### src/rtl/sdc_pkg.sv
package sdc_pkg;

  localparam int FRAME_W = 48;
  localparam int CRC_IN_W = 40;
  localparam int RX_SR_W = 40;

  localparam logic [1:0] REG_ARG  = 2'd0;
  localparam logic [1:0] REG_CMD  = 2'd1;
  localparam logic [1:0] REG_RESP = 2'd2;
  localparam logic [1:0] REG_STAT = 2'd3;

  typedef enum logic [2:0] {
    ST_IDLE,
    ST_LATCH,
    ST_CRC,
    ST_SEND,
    ST_WAIT
  } ctrl_state_t;

  // One bit of CRC7, polynomial x^7 + x^3 + 1.
  function automatic logic [6:0] crc7_step(input logic [6:0] crc, input logic b);
    logic fb;
    fb = b ^ crc[6];
    return {crc[5:0], 1'b0} ^ (fb ? 7'h09 : 7'h00);
  endfunction

  // The first 40 frame bits: start 0, direction 1, index, argument.
  function automatic logic [CRC_IN_W-1:0] frame_head(input logic [5:0] idx,
                                                     input logic [31:0] arg);
    return {2'b01, idx, arg};
  endfunction

  function automatic logic [FRAME_W-1:0] frame_full(input logic [CRC_IN_W-1:0] head,
                                                    input logic [6:0] crc);
    return {head, crc, 1'b1};
  endfunction

  // The register holds the last 40 reply bits. Its top 32 bits are the payload.
  function automatic logic [31:0] resp_payload(input logic [RX_SR_W-1:0] sr);
    return sr[39:8];
  endfunction

endpackage

### src/rtl/sdc_clkgen.sv
module sdc_clkgen #(
  parameter int HALF_DIV = 2
) (
  input  logic clk,
  input  logic rst_n,
  output logic sd_clk,
  output logic rise_evt,
  output logic fall_evt
);
  localparam int CW = (HALF_DIV > 2) ? $clog2(HALF_DIV) : 1;
  localparam logic [CW-1:0] LAST = CW'(HALF_DIV - 1);

  logic [CW-1:0] cnt;
  logic tick;

  assign tick     = (cnt == LAST);
  assign rise_evt = tick && !sd_clk;
  assign fall_evt = tick && sd_clk;

  always_ff @(posedge clk) begin
    if (!rst_n) begin
      cnt    <= '0;
      sd_clk <= 1'b0;
    end else if (tick) begin
      cnt    <= '0;
      sd_clk <= ~sd_clk;
    end else begin
      cnt <= cnt + 1'b1;
    end
  end


  rise_lands_high_chk: assert property (@(posedge clk) disable iff (!rst_n)
    rise_evt |=> sd_clk);

endmodule

### src/rtl/sdc_crc7.sv
module sdc_crc7 #(
  parameter int DW = 40
) (
  input  logic          clk,
  input  logic          rst_n,
  input  logic          start,
  input  logic [DW-1:0] data,
  output logic          done,
  output logic [6:0]    crc
);
  import sdc_pkg::*;

  localparam int CNT_W = $clog2(DW);
  localparam logic [CNT_W-1:0] LAST = CNT_W'(DW - 1);

  logic [DW-1:0]    sh;
  logic [CNT_W-1:0] cnt;
  logic             run;

  always_ff @(posedge clk) begin
    if (!rst_n) begin
      sh   <= '0;
      cnt  <= '0;
      run  <= 1'b0;
      done <= 1'b0;
      crc  <= '0;
    end else begin
      done <= 1'b0;
      if (start) begin
        sh  <= data;
        cnt <= '0;
        run <= 1'b1;
        crc <= '0;
      end else if (run) begin
        crc <= crc7_step(crc, sh[DW-1]);
        sh  <= sh << 1;
        cnt <= cnt + 1'b1;
        if (cnt == LAST) begin
          run  <= 1'b0;
          done <= 1'b1;
        end
      end
    end
  end


  done_after_run_chk: assert property (@(posedge clk) disable iff (!rst_n)
    done |-> $past(run));

endmodule

### src/rtl/sdc_resp_rx.sv
module sdc_resp_rx #(
  parameter int TIMEOUT = 64
) (
  input  logic        clk,
  input  logic        rst_n,
  input  logic        arm,
  input  logic        rise_evt,
  input  logic        cmd_in,
  output logic        done,
  output logic        timed_out,
  output logic [31:0] payload
);
  import sdc_pkg::*;

  localparam int WTW = (TIMEOUT > 2) ? $clog2(TIMEOUT) : 1;
  localparam logic [WTW-1:0] WLAST = WTW'(TIMEOUT - 1);
  localparam logic [5:0] BLAST = 6'(FRAME_W - 1);

  logic               receiving;
  logic [5:0]         bit_cnt;
  logic [WTW-1:0]     wait_cnt;
  logic [RX_SR_W-1:0] sr;
  logic [RX_SR_W-1:0] sr_next;

  assign sr_next = {sr[RX_SR_W-2:0], cmd_in};

  always_ff @(posedge clk) begin
    if (!rst_n) begin
      receiving <= 1'b0;
      bit_cnt   <= '0;
      wait_cnt  <= '0;
      sr        <= '0;
      done      <= 1'b0;
      timed_out <= 1'b0;
      payload   <= '0;
    end else begin
      done      <= 1'b0;
      timed_out <= 1'b0;
      if (!arm) begin
        receiving <= 1'b0;
        bit_cnt   <= '0;
        wait_cnt  <= '0;
      end else if (rise_evt) begin
        if (!receiving) begin
          if (!cmd_in) begin
            receiving <= 1'b1;
            bit_cnt   <= 6'd1;
            sr        <= '0;
          end else if (wait_cnt == WLAST) begin
            timed_out <= 1'b1;
          end else begin
            wait_cnt <= wait_cnt + 1'b1;
          end
        end else begin
          sr      <= sr_next;
          bit_cnt <= bit_cnt + 1'b1;
          if (bit_cnt == BLAST) begin
            receiving <= 1'b0;
            done      <= 1'b1;
            payload   <= resp_payload(sr_next);
          end
        end
      end
    end
  end


  end_once_chk: assert property (@(posedge clk) disable iff (!rst_n)
    (done || timed_out) |-> !(done && timed_out));


  done_needs_rx_chk: assert property (@(posedge clk) disable iff (!rst_n)
    done |-> $past(receiving));

endmodule

### src/rtl/sd_cmd_ctrl.sv
module sd_cmd_ctrl #(
  parameter int HALF_DIV     = 2,
  parameter int RESP_TIMEOUT = 64
) (
  input  logic        clk,
  input  logic        rst_n,
  input  logic        bus_wr,
  input  logic        bus_rd,
  input  logic [1:0]  bus_addr,
  input  logic [31:0] bus_wdata,
  output logic [31:0] bus_rdata,
  output logic        sd_clk,
  output logic        cmd_out,
  output logic        cmd_oe,
  input  logic        cmd_in
);
  import sdc_pkg::*;

  localparam logic [5:0] TX_LAST = 6'(FRAME_W);

  ctrl_state_t        state;
  logic [31:0]        arg_q;
  logic [5:0]         idx_q;
  logic [31:0]        resp_q;
  logic               ready_q;
  logic               tmo_q;
  logic [FRAME_W-1:0] frame_q;
  logic [5:0]         tx_cnt;

  // Named internal events.
  logic busy;
  logic wr_arg;
  logic wr_cmd;
  logic rd_resp;
  logic trigger;
  logic rise_evt;
  logic fall_evt;
  logic crc_done;
  logic [6:0] crc_val;
  logic rx_done;
  logic rx_tmo;
  logic [31:0] rx_payload;

  assign busy    = (state != ST_IDLE);
  assign wr_arg  = bus_wr && (bus_addr == REG_ARG);
  assign wr_cmd  = bus_wr && (bus_addr == REG_CMD);
  assign rd_resp = bus_rd && (bus_addr == REG_RESP);
  assign trigger = wr_cmd && !busy;

  sdc_clkgen #(.HALF_DIV(HALF_DIV)) u_clkgen (
    .clk      (clk),
    .rst_n    (rst_n),
    .sd_clk   (sd_clk),
    .rise_evt (rise_evt),
    .fall_evt (fall_evt)
  );

  sdc_crc7 #(.DW(CRC_IN_W)) u_crc (
    .clk   (clk),
    .rst_n (rst_n),
    .start (state == ST_LATCH),
    .data  (frame_head(idx_q, arg_q)),
    .done  (crc_done),
    .crc   (crc_val)
  );

  sdc_resp_rx #(.TIMEOUT(RESP_TIMEOUT)) u_rx (
    .clk       (clk),
    .rst_n     (rst_n),
    .arm       (state == ST_WAIT),
    .rise_evt  (rise_evt),
    .cmd_in    (cmd_in),
    .done      (rx_done),
    .timed_out (rx_tmo),
    .payload   (rx_payload)
  );

  always_ff @(posedge clk) begin
    if (!rst_n) begin
      arg_q <= '0;
    end else if (wr_arg && !busy) begin
      arg_q <= bus_wdata;
    end
  end

  always_ff @(posedge clk) begin
    if (!rst_n) begin
      state   <= ST_IDLE;
      idx_q   <= '0;
      resp_q  <= '0;
      ready_q <= 1'b0;
      tmo_q   <= 1'b0;
      frame_q <= '0;
      tx_cnt  <= '0;
      cmd_out <= 1'b1;
      cmd_oe  <= 1'b0;
    end else begin
      if (rd_resp) ready_q <= 1'b0;
      unique case (state)
        ST_IDLE: begin
          if (trigger) begin
            idx_q <= bus_wdata[5:0];
            tmo_q <= 1'b0;
            state <= ST_LATCH;
          end
        end
        ST_LATCH: state <= ST_CRC;
        ST_CRC: begin
          if (crc_done) begin
            frame_q <= frame_full(frame_head(idx_q, arg_q), crc_val);
            tx_cnt  <= '0;
            state   <= ST_SEND;
          end
        end
        ST_SEND: begin
          if (fall_evt) begin
            if (tx_cnt == TX_LAST) begin
              cmd_oe  <= 1'b0;
              cmd_out <= 1'b1;
              state   <= ST_WAIT;
            end else begin
              cmd_oe  <= 1'b1;
              cmd_out <= frame_q[FRAME_W-1];
              frame_q <= frame_q << 1;
              tx_cnt  <= tx_cnt + 1'b1;
            end
          end
        end
        ST_WAIT: begin
          if (rx_done) begin
            resp_q  <= rx_payload;
            ready_q <= 1'b1;
            state   <= ST_IDLE;
          end else if (rx_tmo) begin
            tmo_q <= 1'b1;
            state <= ST_IDLE;
          end
        end
        default: state <= ST_IDLE;
      endcase
    end
  end

  always_comb begin
    unique case (bus_addr)
      REG_RESP: bus_rdata = resp_q;
      REG_STAT: bus_rdata = {29'b0, tmo_q, busy, ready_q};
      default:  bus_rdata = '0;
    endcase
  end


  start_busy_chk: assert property (@(posedge clk) disable iff (!rst_n)
    trigger |=> (state == ST_LATCH));


  latch_then_crc_chk: assert property (@(posedge clk) disable iff (!rst_n)
    (state == ST_LATCH) |=> (state == ST_CRC) && $stable(idx_q));


  cmd_stable_chk: assert property (@(posedge clk) disable iff (!rst_n)
    !fall_evt |=> $stable(cmd_out) && $stable(cmd_oe));


  ready_source_chk: assert property (@(posedge clk) disable iff (!rst_n)
    $rose(ready_q) |-> $past(rx_done));


  rd_clear_chk: assert property (@(posedge clk) disable iff (!rst_n)
    (rd_resp && !rx_done) |=> !ready_q);


  busy_wr_chk: assert property (@(posedge clk) disable iff (!rst_n)
    (busy && bus_wr) |=> $stable(arg_q) && $stable(idx_q));

endmodule

### config.mk
export PLATFORM = sky130hd
export DESIGN_NAME = sd_cmd_ctrl
export DESIGN_NICKNAME = d
export VERILOG_FILES = /design/src/rtl/sdc_pkg.sv /design/src/rtl/sdc_clkgen.sv /design/src/rtl/sdc_crc7.sv /design/src/rtl/sdc_resp_rx.sv /design/src/rtl/sd_cmd_ctrl.sv
export SDC_FILE = /design/constraint.sdc
export NUM_CORES = 1
export LEC_CHECK = 0
export CORE_ASPECT_RATIO = 0.5
export CORE_MARGIN = 5
export CORE_UTILIZATION = 46
export DETAILED_ROUTE_END_ITERATION = 8
export PLACE_DENSITY = 0.67
export SYNTH_ARGS = -nofsm -noshare
export SYNTH_HDL_FRONTEND = slang
export SYNTH_HIERARCHICAL = 1
export SYNTH_SLANG_ARGS = --single-unit
### constraint.sdc
create_clock -name clk -period 6.5 [get_ports clk]
set_clock_uncertainty 0.05 [all_clocks]
set_input_delay 1.95 -clock clk [delete_from_list [all_inputs] [get_ports clk]]
set_output_delay 1.95 -clock clk [all_outputs]
set_load 0.05 [all_outputs]
==> results.md <==
- Worst setup SP type: primary input
- Top-Level Pins: 74
- Synth Flop Type: dfxtp_1
- Total Power: 0.00346 W
- Cell Rows: 41
- DRC Markers: 0
- Total length of routed wires: 24200 µm
- Initial antenna violation count: 0
- Share of layout cells above drive strength 1: 0.104
- Rel. slew slack: 0.224
- Crit path max fanout: 9
- CP bufs+invs: 2
- Unique masters post-synth: 62
- Global-route wire length before repair: 40800 µm
- Hold Path Class: reg2reg
- Register area share after synthesis: 0.471
- Setup CP Type: in2out
- Die area: 0.0288 mm²
- Setup repair bufs after CTS: 0
- Post-CTS sizing: 0
- Initial DRC Count: 604
- TNS Setup: 0 ps
- RSZ-0062 raised after global routing: false
- Pwr Density: 256 mW/mm²
- Via density: 5.23
- Core Footprint: 0.0250 mm²
- Leak Pwr: 4.50 nW
- GRT Util Overall: 0.164
- Vias in the first global route: 8442
- Yosys warns: 6
- Largest net degree at the start of global routing: 128
- H-tree depth: 1
- EDFF count, synth: 0
- Tmin final: 5770 ps
- Worst hold path startpoint: u_rx/payload[22]$_SDFFE_PN0P_
- Post-synth top area cell: dfxtp_1
- Max-cap viol count: 0
- Largest stage delay on the critical path: 830 ps
- Max Root-Sink Buffers: 3
- TritonCTS Buffers: 24
- F_max: 173 MHz
- Detailed Place HPWL: 14900 µm
- Maximum vdd drop: 0.000195 V
- CP max stage cell: clkdlybuf4s50_1
- Die Span Y: 122 µm
- Cell family with most CP delay: buffers and inverters
- # diodes: 0
- Critical path arrival: 3770 ps
- Final Cycle Share: 0.888
- Fill cells: 2320
- Syn Area/Cell: 8.79 µm²
- Least-Margin Pin Slew: 1160 ps
- Fraction of registers with async set/reset: 0
- Pre-Repair DR Iteration Count: 4
- Chip width: 235 µm
- Worst reg2reg startpoint: state[0]$_SDFFE_PN0P_
- Nature of the critical path endpoint: output pin
- #FFs+latches synth: 274
- Top cell by count, worst path: clkdlybuf4s50_1
- CTS Hold Bufs: 0
- Routability cong.: 0.761
- Cell Area, Synth: 0.0116 mm²
- Starting Density: 0.465
- Crit. Startpoint: bus_addr[0]
- Post-Synthesis Cells: 1324
- Skew-Pair Late Insertion Delay: 520 ps
- Nets: 1377
- Syn_nets: 1368
- Outcome: finished, final reports clean
- Avg WL per Cell: 14.3 µm
- Cells along the critical path: clkdlybuf4s50_1 > mux2i_1 > nor2b_1 > clkdlybuf4s50_1
- CP required: 4500 ps
- CTS tree: done
- Vias after detailed routing: 8863
- Clock root cell: clkbuf_16
- # setup viols final: 0
- # clock sinks: 274
- Area grow syn2layout: 16.1%
- Clock transition at path regs: 70 ps
- Hold Fails Final Rpt: 0
- Final Slew Violations: 0
- Grt total ovfl: 0
- Top cell type's share of synthesized area: 0.471
- Synth area leaders: dfxtp_1, nand2_1, a311oi_2
- Port Buffers: 73
- DRT antenna net count: 0
[worst min-delay path, stage by stage (launching register included)]
cell	delay (ps)
dfxtp_1	310
nand2_1	60
o21ai_1	50
[final cells by class]
cell class	count	area, µm²	share of cell area
clock inverters	12	110	0.00815
well taps	344	430	0.0319
flip-flops and latches	274	5490	0.406
inverters	9	33.8	0.00250
clock buffers	32	712	0.0527
repair buffers	87	1120	0.0832
multi-input cells	937	5610	0.415
[final timing paths]
path / endpoint / depth (start not counted) / slack (ps)
hold / removal: u_rx/payload[22]$_SDFFE_PN0P_ / 2 / 400
setup reg to reg: u_rx/payload[3]$_SDFFE_PN0P_ / 9 / 3770
hold reg to reg: u_rx/payload[22]$_SDFFE_PN0P_ / 2 / 400
setup / recovery: bus_rdata[0] / 4 / 730
[cell families after synthesis]
family	count (synthesis)	share of synthesized area
buf+inv	113	0.0491
mux	55	0.0473
xor+xnor	10	0.00753
other cells	2	0.000645
flops	274	0.471
compound gates	260	0.174
fa+ha+maj	5	0.00538
simple gates	605	0.245
[cell usage after synthesis, types with 7 or more instances]
master / instances
nand2_1: 312
dfxtp_1: 274
nor2_1: 74
o21ai_0: 73
and2_1: 72
clkbuf_1: 60
mux2i_1: 55
nor2b_1: 52
nand3_1: 46
a22oi_1: 38
a311oi_2: 38
a21boi_0: 36
a21oi_1: 23
buf_2: 22
a21boi_1: 17
buf_6: 12
a311oi_1: 8
inv_1: 8
nand2b_1: 8
xor2_1: 8
and3_1: 7
buf_4: 7
[routing by layer]
layer | track usage | share of wire
met1 | 0.216 | 0.48
met2 | 0.285 | 0.47
met3 | 0.0256 | 0.025
met4 | 0.0448 | 0.023
met5 | 0 | 0
[sequential cells by signal (all words and copies together) (netlist names)]
register,cells
u_crc/done,1
cmd_out,1
u_crc/run,1
frame_q,48
u_clkgen/cnt,1
cmd_oe,1
arg_q,32
u_rx/wait_cnt,6
u_clkgen/sd_clk,1
state,3
u_rx/done,1
u_rx/sr,39
u_crc/cnt,6
ready_q,1
tmo_q,1
resp_q,32
u_rx/receiving,1
idx_q,6
u_crc/sh,40
u_rx/bit_cnt,6
tx_cnt,6
u_rx/timed_out,1
u_rx/payload,32
u_crc/crc,7
[power breakdown]
part / total, W / switching, W / internal (W)
registers: 0.00173 / 0.0000256 / 0.00170
clock network: 0.00147 / 0.000623 / 0.000849
logic: 0.000261 / 0.000162 / 0.0000987
[per-stage QoR]
step / hold slack, ps / utilization / instances / cell area [µm²] / setup WS (ps)
finish: 401 / 0.540 / 1695 / 13500 / 729
CTS: 403 / 0.540 / 1695 / 13500 / 711
floorplan: 372 / - / 1324 / 11600 / 1290
global placement: 387 / 0.507 / 1651 / 12700 / 793
detailed placement: 393 / 0.507 / 1651 / 12700 / 710
global route: 421 / 0.540 / 1695 / 13500 / 633
[cell usage in the layout, fill, tap and decap left out, types with 36 or more instances in the layout]
cell / netlist / final
a21boi_0: 36 / 36
dfxtp_1: 274 / 273
o21ai_0: 73 / 73
a311oi_2: 38 / 37
nand3_1: 46 / 46
nor2_1: 74 / 73
nor2b_1: 52 / 52
and2_1: 72 / 72
a22oi_1: 38 / 38
mux2i_1: 55 / 55
nand2_1: 312 / 312
clkdlybuf4s50_1: 0 / 43
Note: power is estimated with default switching activity, not from simulation.
